$ cat config.mk
export PLATFORM = sky130hd
export DESIGN_NAME = blk_lock_mgr
export DESIGN_NICKNAME = d
export VERILOG_FILES = /design/src/rtl/blk_lock_pkg.sv /design/src/rtl/blk_addr_decode.sv /design/src/rtl/blk_lock_ctrl.sv /design/src/rtl/blk_lock_dp.sv /design/src/rtl/blk_lock_mgr.sv
export SDC_FILE = /design/constraint.sdc
export NUM_CORES = 1
export LEC_CHECK = 0
export ABC_AREA = 0
export BUFFER_PORTS_ARGS = -buffer_cell sky130_fd_sc_hd__buf_2
export CORE_MARGIN = 4
export CORE_UTILIZATION = 55
export CTS_CLUSTER_DIAMETER = 100
export DETAILED_ROUTE_END_ITERATION = 8
export PLACE_DENSITY = 0.73
export SETUP_SLACK_MARGIN = 0.05
export SYNTH_ARGS = -nofsm -noshare
export SYNTH_HDL_FRONTEND = slang
export SYNTH_SLANG_ARGS = --single-unit
$ cat constraint.sdc
create_clock -name clk -period 10.8 [get_ports clk]
set_input_delay 1.08 -clock clk [delete_from_list [all_inputs] [get_ports clk]]
set_output_delay 1.08 -clock clk [all_outputs]
set_load 0.005 [all_outputs]
$ cat src/rtl/blk_lock_pkg.sv
package blk_lock_pkg;

  localparam logic [7:0] CODE_LOCK   = 8'h01;
  localparam logic [7:0] CODE_UNLOCK = 8'hD0;
  localparam logic [7:0] CODE_DOWN   = 8'h2F;

  typedef struct packed {
    logic setLock;
    logic clrLock;
    logic setDown;
  } lockStrobe_t;

endpackage

$ cat src/rtl/blk_addr_decode.sv
module blk_addr_decode #(
  parameter int ADDR_W      = 22,
  parameter int PARAM_BLKS  = 8,
  parameter int PARAM_SHIFT = 12,
  parameter int MAIN_SHIFT  = 15,
  parameter int IDX_W       = 8
) (
  input  logic [ADDR_W-1:0] addr,
  output logic [IDX_W-1:0]  idx
);
  localparam logic [ADDR_W:0] PARAM_TOP = (ADDR_W+1)'(PARAM_BLKS) << PARAM_SHIFT;
  localparam int MAIN_SKIP = (PARAM_BLKS << PARAM_SHIFT) >> MAIN_SHIFT;
  localparam logic [IDX_W-1:0] MAIN_OFF = IDX_W'(PARAM_BLKS - MAIN_SKIP);

  logic inParam;
  logic [IDX_W-1:0] paramIdx;
  logic [IDX_W-1:0] mainIdx;

  assign inParam  = {1'b0, addr} < PARAM_TOP;
  assign paramIdx = IDX_W'(addr >> PARAM_SHIFT);
  assign mainIdx  = IDX_W'(addr >> MAIN_SHIFT) + MAIN_OFF;
  assign idx      = inParam ? paramIdx : mainIdx;

endmodule

$ cat src/rtl/blk_lock_ctrl.sv
module blk_lock_ctrl
  import blk_lock_pkg::*;
(
  input  logic        opValid,
  input  logic [7:0]  opCode,
  output lockStrobe_t stb
);
  always_comb begin
    stb = '0;
    if (opValid) begin
      unique case (opCode)
        CODE_LOCK:   stb.setLock = 1'b1;
        CODE_UNLOCK: stb.clrLock = 1'b1;
        CODE_DOWN:   stb.setDown = 1'b1;
        default:     stb = '0;
      endcase
    end
  end
endmodule

$ cat src/rtl/blk_lock_dp.sv
module blk_lock_dp
  import blk_lock_pkg::*;
#(
  parameter int NUM_BLKS = 135,
  parameter int IDX_W    = 8,
  parameter int STAT_W   = 16
) (
  input  logic              clk,
  input  logic              rst,
  input  logic              wrProtect,
  input  lockStrobe_t       stb,
  input  logic [IDX_W-1:0]  opIdx,
  input  logic [IDX_W-1:0]  qryIdx,
  output logic              qryLocked,
  output logic              qryLockedDown,
  output logic              qryWritable,
  output logic [STAT_W-1:0] qryStatus
);
  logic [NUM_BLKS-1:0] lockedQ;
  logic [NUM_BLKS-1:0] downQ;

  for (genvar i = 0; i < NUM_BLKS; i++) begin : g_blk
    logic lockBit;
    logic downBit;
    logic hit;
    logic frozen;

    assign hit    = (opIdx == IDX_W'(i));
    assign frozen = downBit & ~wrProtect;

    always_ff @(posedge clk) begin
      if (rst) begin
        lockBit <= 1'b1;
        downBit <= 1'b0;
      end else if (hit) begin
        if (stb.setDown) begin
          lockBit <= 1'b1;
          downBit <= 1'b1;
        end else if (!frozen) begin
          if (stb.setLock)      lockBit <= 1'b1;
          else if (stb.clrLock) lockBit <= 1'b0;
        end
      end
    end

    assign lockedQ[i] = lockBit;
    assign downQ[i]   = downBit;
  end

  assign qryLocked     = lockedQ[qryIdx];
  assign qryLockedDown = downQ[qryIdx];
  assign qryWritable   = ~qryLocked & (wrProtect | ~qryLockedDown);
  assign qryStatus     = {{(STAT_W-2){1'b0}}, qryLockedDown, qryLocked};

endmodule

$ cat src/rtl/blk_lock_mgr.sv
module blk_lock_mgr
  import blk_lock_pkg::*;
#(
  parameter int ADDR_W      = 22,
  parameter int PARAM_BLKS  = 8,
  parameter int PARAM_SHIFT = 12,
  parameter int MAIN_SHIFT  = 15,
  parameter int STAT_W      = 16,
  localparam int NUM_BLKS   = PARAM_BLKS + (1 << (ADDR_W - MAIN_SHIFT))
                              - ((PARAM_BLKS << PARAM_SHIFT) >> MAIN_SHIFT),
  localparam int IDX_W      = $clog2(NUM_BLKS)
) (
  input  logic              clk,
  input  logic              rst,
  input  logic              wrProtect,
  input  logic              opValid,
  input  logic [7:0]        opCode,
  input  logic [ADDR_W-1:0] opAddr,
  input  logic [ADDR_W-1:0] qryAddr,
  output logic [IDX_W-1:0]  qryIndex,
  output logic              qryLocked,
  output logic              qryLockedDown,
  output logic              qryWritable,
  output logic [STAT_W-1:0] qryStatus
);
  lockStrobe_t      stb;
  logic [IDX_W-1:0] opIdx;

  blk_addr_decode #(.ADDR_W(ADDR_W), .PARAM_BLKS(PARAM_BLKS), .PARAM_SHIFT(PARAM_SHIFT),
                    .MAIN_SHIFT(MAIN_SHIFT), .IDX_W(IDX_W))
    u_opDec (.addr(opAddr), .idx(opIdx));

  blk_addr_decode #(.ADDR_W(ADDR_W), .PARAM_BLKS(PARAM_BLKS), .PARAM_SHIFT(PARAM_SHIFT),
                    .MAIN_SHIFT(MAIN_SHIFT), .IDX_W(IDX_W))
    u_qryDec (.addr(qryAddr), .idx(qryIndex));

  blk_lock_ctrl u_ctrl (.opValid(opValid), .opCode(opCode), .stb(stb));

  blk_lock_dp #(.NUM_BLKS(NUM_BLKS), .IDX_W(IDX_W), .STAT_W(STAT_W)) u_dp (
    .clk(clk), .rst(rst), .wrProtect(wrProtect), .stb(stb), .opIdx(opIdx),
    .qryIdx(qryIndex), .qryLocked(qryLocked), .qryLockedDown(qryLockedDown),
    .qryWritable(qryWritable), .qryStatus(qryStatus)
  );

endmodule

==> flow_metrics.env, run 1 <==
export IMPL_status="completed"
export IMPL_setup_viol=0
export IMPL_synth_cells=1694
export IMPL_die_x_um=165
export IMPL_ir_worst_vdd_v=0.000109
export IMPL_ys_seq_area_share_pct=39.7
export IMPL_die_area_um2=27300
export IMPL_fin_crit_sh_pct=62.3
export IMPL_crit_arrival_ns=5.65
export IMPL_gr_total_overflow=0
export IMPL_critPathMaxFanout=36
export IMPL_yosys_warnings=0
export IMPL_port_buffers=44
export IMPL_seq_area_um2=5410
export IMPL_std_cell_rows=57
export IMPL_routed_via_density=7.02
export IMPL_critical_path_top_delay_family="compound AO/OA/AOI/OAI gates"
export IMPL_hpwlAfterDp_um=28700
export IMPL_layout_drive_gt1_share_pct=8.86
export IMPL_yosysUniqueCellTypes=62
export IMPL_final_max_slew_violation_count=0
export IMPL_p_per_area_nw_per_um2=153
export IMPL_io_pins=83
export IMPL_fin_crit_ns=6.73
export IMPL_tightestPinTransition_ns=1.39
export IMPL_cts_resized=0
export IMPL_syn_area_per_cell_um2=8.04
export IMPL_placedCellCount=1932
export IMPL_core_um2=24300
export IMPL_clk_insertion_delay_late_ns=0.55
export IMPL_clockBufferDepth=3
export IMPL_grt_busiest_layer="met2"
export IMPL_setup_tns_ns=0
export IMPL_synth_edf_count=0
export IMPL_finalHoldViolCount=0
export IMPL_fill_cells=2163
export IMPL_cts_tree="built"
export IMPL_async_reset_ff_share_pct=0
export IMPL_ys_ff_latch=270
export IMPL_p_leak_nw=4.85
export IMPL_slew_headroom_pct=7.06
export IMPL_cp_cell_sequence="buf_2 -> inv_1 -> ha_1 -> xor2_1 -> a211o_1 -> nand2_4 -> a32oi_1 -> a31oi_1 -> a2111oi_0 -> a32oi_1 -> o211ai_1 -> a21oi_2 -> buf_2"
export IMPL_drt_total_wl_um=48200
export IMPL_die_h_um=165
export IMPL_grtUsageMet3_pct=8.74
export IMPL_htreeDepth=1
export IMPL_multi_input_area_um2=7450
export IMPL_cts_buffers=28
export IMPL_grt_pass1_vias=12500
export IMPL_start_kind="input port"
export IMPL_fmax_mhz=149
export IMPL_worst_ep_required_time_ns=9.72
export IMPL_cts_root_buf="clkbuf_16"
export IMPL_cp_slowest_cell="a2111oi_0"
export IMPL_maxCapViolCount=0
export IMPL_fin_ws_ns=4.07
export IMPL_critPathKind="in -> out"
export IMPL_stdcell_count=1984
export IMPL_rsz0062_at_grt="false"
export IMPL_crit_buf_inv=3
export IMPL_grt_pass1_wl_um=73100
export IMPL_min_delay_path_class="reg -> reg"
export IMPL_wl_per_cell_um=24.3
export IMPL_skew_ns=0.0121
export IMPL_fin_nets=1696
export IMPL_met2_usage_pct=49.8
export IMPL_drc=0
export IMPL_synth_ff_type="dfxtp_1"
export IMPL_clkSlewWorstSetupHoldPaths_ns=0.06
export IMPL_holdBufCountCts=0
export IMPL_setup_worst_path_end_class="output port"
export IMPL_area_delta_synth_final_pct=8.06
export IMPL_start_util_pct=56.0
export IMPL_drt_iter0_markers=2416
export IMPL_ant_nets=0
export IMPL_drt_pass1_iter_count=8
export IMPL_diodes=0
export IMPL_antenna_found_initial=0
export IMPL_syn_cell_area_um2=13600
export IMPL_grt_util_met1_pct=48.3
export IMPL_post_cts_buffers=0
export IMPL_grt_util_all_layers_pct=34.3
export IMPL_pre_cts_ws_ns=4.44
export IMPL_grt_max_degree=99
export IMPL_routabilityCongestion=1.01
export IMPL_slowest_delay_ns=0.90
export IMPL_vias=13900
export IMPL_clkSinkCount=270
registers in the layout, summed over array words and instances (netlist names):
name / flops
u_dp.g_blk.downBit: 135
u_dp.g_blk.lockBit: 135
cell usage after synthesis, types with 3 or more instances:
cell	n	share of area [%]
nand2_1	314	8.7
dfxtp_1	270	40
nor2_1	177	4.9
a21oi_1	161	5.9
a211oi_1	146	8.0
a221o_1	135	9.9
clkbuf_1	116	3.2
nand3_1	59	2.2
a221oi_1	30	1.9
mux2i_1	24	1.8
nand2b_1	23	1.1
inv_1	22	0.61
buf_2	20	0.73
buf_4	20	1.1
a31oi_1	19	0.87
a32oi_1	19	1.2
nor4_1	12	0.55
nor3_1	9	0.33
buf_1	8	0.22
nand4_1	8	0.37
o211ai_1	8	0.44
xnor2_1	6	0.39
and2_1	5	0.23
buf_6	5	0.41
nor4b_1	5	0.32
o21ai_1	5	0.18
a22o_1	4	0.26
mux4_2	4	0.66
o21ai_0	4	0.15
or3_1	4	0.18
nor2b_1	3	0.14
o22ai_1	3	0.14
xor2_1	3	0.19
stage by stage:
stage	total power [mW]	utilization (%)	instance area, um^2	hold WS, ns
floorplan	1.18	-	13700	0.447
global placement	1.27	56.6	13800	0.465
detailed placement	1.27	56.6	13800	0.469
CTS	2.23	60.5	14700	0.486
global route	2.30	60.5	14700	0.498
finish	2.25	60.5	14700	0.489
worst register-to-register path: cells and delay by family, from the launching register on:
kind               cells  cell delay [ns]
AOI/OAI and AO/OA      2             0.79
and+or+nand+nor        1             0.11
DFF                    1             0.32
layout make-up:
class | instances | area share, %
Timing Repair Buffer | 70 | 2.88
Tap cell | 324 | 2.75
Clock buffer | 43 | 5.90
Clock inverter | 9 | 0.502
Multi-Input combinational cell | 1245 | 50.6
Sequential cell | 270 | 36.7
Inverter | 23 | 0.595
worst paths after layout:
check | from | slack, ns | depth (start not counted) | to
worst min register to register | u_dp.g_blk[1].lockBit | 0.49 | 1 | u_dp.g_blk[1].lockBit
worst min-delay path | u_dp.g_blk[1].lockBit | 0.49 | 1 | u_dp.g_blk[1].lockBit
worst max register to register | u_dp.g_blk[4].downBit | 9.47 | 3 | u_dp.g_blk[4].lockBit
worst max-delay path | qryAddr[15] | 4.07 | 13 | qryWritable
cells in the final DEF, fill, tap and decap left out, types with 6 or more instances in the layout:
cell type / count
nor3_1: 7
inv_1: 22
a211oi_1: 146
nor2_1: 176
clkbuf_8: 10
buf_2: 43
nor4_1: 11
a221oi_1: 30
buf_4: 26
nand2b_1: 23
nand3_1: 59
a221o_1: 135
dfxtp_1: 270
nand4_1: 8
clkinv_2: 8
clkbuf_16: 29
a21oi_1: 161
a32oi_1: 19
nand2_1: 313
o211ai_1: 8
a31oi_1: 19
mux2i_1: 24
conb_1: 14
xnor2_1: 6
kinds of logic after synthesis:
logic type | after synthesis | synth area share, %
AO/OA/AOI/OAI | 559 | 31.1
XOR/XNOR | 9 | 0.579
adder cells (fa/ha/maj) | 2 | 0.184
buffers and inverters | 192 | 6.30
flip-flops | 270 | 39.7
multiplexers | 28 | 2.43
other | 1 | 0.0275
AND/OR/NAND/NOR | 633 | 19.7
layer usage:
layer / wire length (um) / vias to the layer above / share of wire, %
li1: - / 6159 / -
met1: 19500 / 6647 / 40
met2: 20000 / 942 / 42
met3: 6230 / 177 / 13
met4: 2490 / 0 / 5.2
met5: 0 / - / 0
where the power goes:
part           switching [mW]  total (mW)  internal (mW)
combinational           0.199       0.262         0.0634
sequential          0.0000392       0.996          0.996
clock                   0.412       0.988          0.576
total                   0.611        2.25           1.64
Note: power is estimated with default switching activity, not from simulation.
==> run 2: changes to the inputs <==
--- a/config.mk
+++ b/config.mk
@@ -11,7 +11,7 @@
 export CORE_UTILIZATION = 55
 export CTS_CLUSTER_DIAMETER = 100
 export DETAILED_ROUTE_END_ITERATION = 8
-export PLACE_DENSITY = 0.73
+export PLACE_DENSITY = 0.76
 export SETUP_SLACK_MARGIN = 0.05
 export SYNTH_ARGS = -nofsm -noshare
 export SYNTH_HDL_FRONTEND = slang
==> constraint.sdc (replaced) <==
create_clock -name clk -period 5.6 [get_ports clk]
set_input_delay 0.56 -clock clk [delete_from_list [all_inputs] [get_ports clk]]
set_output_delay 0.56 -clock clk [all_outputs]
set_load 0.005 [all_outputs]
==> run 2 against run 1 <==
Compared with the run above: clock power up 94%; clock-buffer cell count down 3; die area stayed put; sequential power is 93% higher; critical path depth down 2; worst setup slack worse by 3.2 ns; first-iteration DRC count down 1.6%; cell count grew 0.40%; largest cell class unchanged; flip-flop and latch count unchanged; via count up 1.2%.
==> flow_metrics.env, run 2 (same netlist as run 1, synthesis figures left out) <==
export IMPL_worst_ep_required_time_ns=5.04
export IMPL_stdcell_area_um2=14800
export IMPL_critPathMaxFanout=21
export IMPL_layout_drive_gt1_share_pct=9.53
export IMPL_drt_iter0_markers=2378
export IMPL_p_int_mw=3.15
export IMPL_grt_pass1_vias=12800
export IMPL_htreeDepth=1
export IMPL_fin_crit_ns=4.71
export IMPL_die_x_um=165
export IMPL_die_h_um=165
export IMPL_seq_area_um2=5410
export IMPL_fmax_mhz=212
export IMPL_critPathMostFrequentCell="buf_2"
export IMPL_critPathKind="in -> out"
export IMPL_clockBufferDepth=3
export IMPL_rrSetupSlack_ns=4.23
export IMPL_fin_nets=1703
export IMPL_grt_pass1_wl_um=72400
export IMPL_routabilityCongestion=0.938
export IMPL_fill_cells=2135
export IMPL_crit_arrival_ns=4.15
export IMPL_crit_buf_inv=2
export IMPL_cts_resized=0
export IMPL_combPwrFrac_pct=11.9
export IMPL_clkSlewWorstSetupHoldPaths_ns=0.06
export IMPL_rsz0062_at_grt="false"
export IMPL_cts_buffers=29
export IMPL_worstReg2RegEnd="u_dp.g_blk[75].lockBit"
export IMPL_setup_worst_path_start="qryAddr[18]"
export IMPL_die_area_um2=27300
export IMPL_port_buffers=44
export IMPL_std_cell_rows=57
export IMPL_dpl_instance_area_um2=13900
export IMPL_clkSinkCount=270
export IMPL_gr_total_overflow=0
export IMPL_setup_worst_path_end_class="output port"
export IMPL_fin_crit_sh_pct=84.1
export IMPL_final_max_slew_violation_count=0
export IMPL_cp_endpoint="qryWritable"
export IMPL_cts_root_buf="clkbuf_16"
export IMPL_antenna_found_initial=1
export IMPL_power_total_mw=4.36
export IMPL_cp_cell_sequence="buf_2 -> or4_1 -> o211ai_4 -> nand2_2 -> a32oi_1 -> a311oi_1 -> nor4_1 -> a211oi_2 -> o21ai_2 -> a21oi_2 -> buf_2"
export IMPL_wl_per_cell_um=24.0
export IMPL_ir_worst_vdd_v=0.000225
export IMPL_slew_headroom_pct=8.14
export IMPL_diodes=0
export IMPL_skew_ns=0.0112
export IMPL_area_delta_synth_final_pct=8.95
export IMPL_cp_slowest_cell="or4_1"
export IMPL_reg2regPathDepth=3
export IMPL_multi_input_area_um2=7460
export IMPL_final_cell_mix="313 x nand2_1, 270 x dfxtp_1, 177 x nor2_1, 161 x a21oi_1, 146 x a211oi_1"
export IMPL_drt_total_wl_um=47800
export IMPL_hold_depth=1
export IMPL_grt_util_all_layers_pct=33.7
export IMPL_drc=0
export IMPL_hpwlAfterDp_um=28500
export IMPL_post_cts_buffers=0
export IMPL_setup_viol=0
export IMPL_min_delay_path_class="reg -> reg"
export IMPL_drt_pass1_iter_count=8
export IMPL_p_seq_share_pct=44.1
export IMPL_clock_power_share_pct=44.1
export IMPL_switchingPower_mw=1.21
export IMPL_routed_via_density=7.07
export IMPL_ant_nets=0
export IMPL_setup_tns_ns=0
export IMPL_grt_max_degree=132
export IMPL_clk_insertion_delay_late_ns=0.56
export IMPL_post_route_util_pct=61.0
export IMPL_start_util_pct=56.0
export IMPL_slowest_delay_ns=0.69
export IMPL_finalHoldViolCount=0
export IMPL_r2r_start="u_dp.g_blk[75].downBit"
export IMPL_largest_registers="u_dp.g_blk.downBit (135), u_dp.g_blk.lockBit (135)"
export IMPL_p_per_area_nw_per_um2=294
export IMPL_status="completed"
export IMPL_core_um2=24300
export IMPL_maxCapViolCount=0
export IMPL_hold_start="u_dp.g_blk[122].lockBit"
export IMPL_sw_frac_of_total_pct=27.7
export IMPL_tightestPinTransition_ns=1.37
export IMPL_start_kind="input port"
export IMPL_layout_commonest_cell="nand2_1"
export IMPL_cts_tree="built"
export IMPL_vias=14100
export IMPL_p_leak_nw=4.89
export IMPL_path_depth=11
export IMPL_critical_path_top_delay_family="simple AND/OR/NAND/NOR gates"
export IMPL_holdBufCountCts=0
export IMPL_io_pins=83
[run 2: changes by cell type in the layout (fill, tap and decap cells not counted), sizes merged]
cell      delta
clkinv       +2
clkinvlp     +3
buf          +6
clkbuf       -3
[run 2: routing by layer]
| layer | vias to the layer above | share of wire, % | global-route usage, % |
|---|---|---|---|
| li1 | 6174 | - | - |
| met1 | 6634 | 39 | 45.5 |
| met2 | 1059 | 43 | 51.3 |
| met3 | 215 | 13 | 8.39 |
| met4 | 4 | 4.9 | 15.1 |
| met5 | - | 0.044 | 0 |
[run 2: how the worst min path moves through the flow]
stage | to
after detailed placement | u_dp.g_blk[128].lockBit
after global placement | u_dp.g_blk[42].lockBit
after global routing | u_dp.g_blk[39].lockBit
final | u_dp.g_blk[122].lockBit
after floorplan | u_dp.g_blk[128].lockBit
after CTS | u_dp.g_blk[128].lockBit
[run 2: power by group through the flow]
stage               clock network, mW  logic [mW]  registers [mW]
detailed placement                  0       0.490            1.96
global route                     2.00       0.531            1.92
global placement                    0       0.485            1.96
finish                           1.92       0.517            1.92
CTS                              1.92       0.492            1.92
floorplan                           0       0.314            1.96
[run 2: per-stage QoR]
step | std cells | worst slack, ns | hold WS (ns)
2_1_floorplan | 1707 | 1.47 | 0.447
3_3_place_gp | 1938 | 1.09 | 0.468
3_5_place_dp | 1938 | 1.04 | 0.463
4_1_cts | 1992 | 1.03 | 0.488
5_1_grt | 1992 | 0.815 | 0.497
6_report | 1992 | 0.893 | 0.486
[run 2: area by class of cell]
type                       instances  area share, %
multi-input combinational       1245           50.3
inverter                          23          0.590
sequential                       270           36.4
clock buffer                      40           5.71
timing repair buffer              76           3.50
tap                              324           2.73
clock inverter                    14          0.742
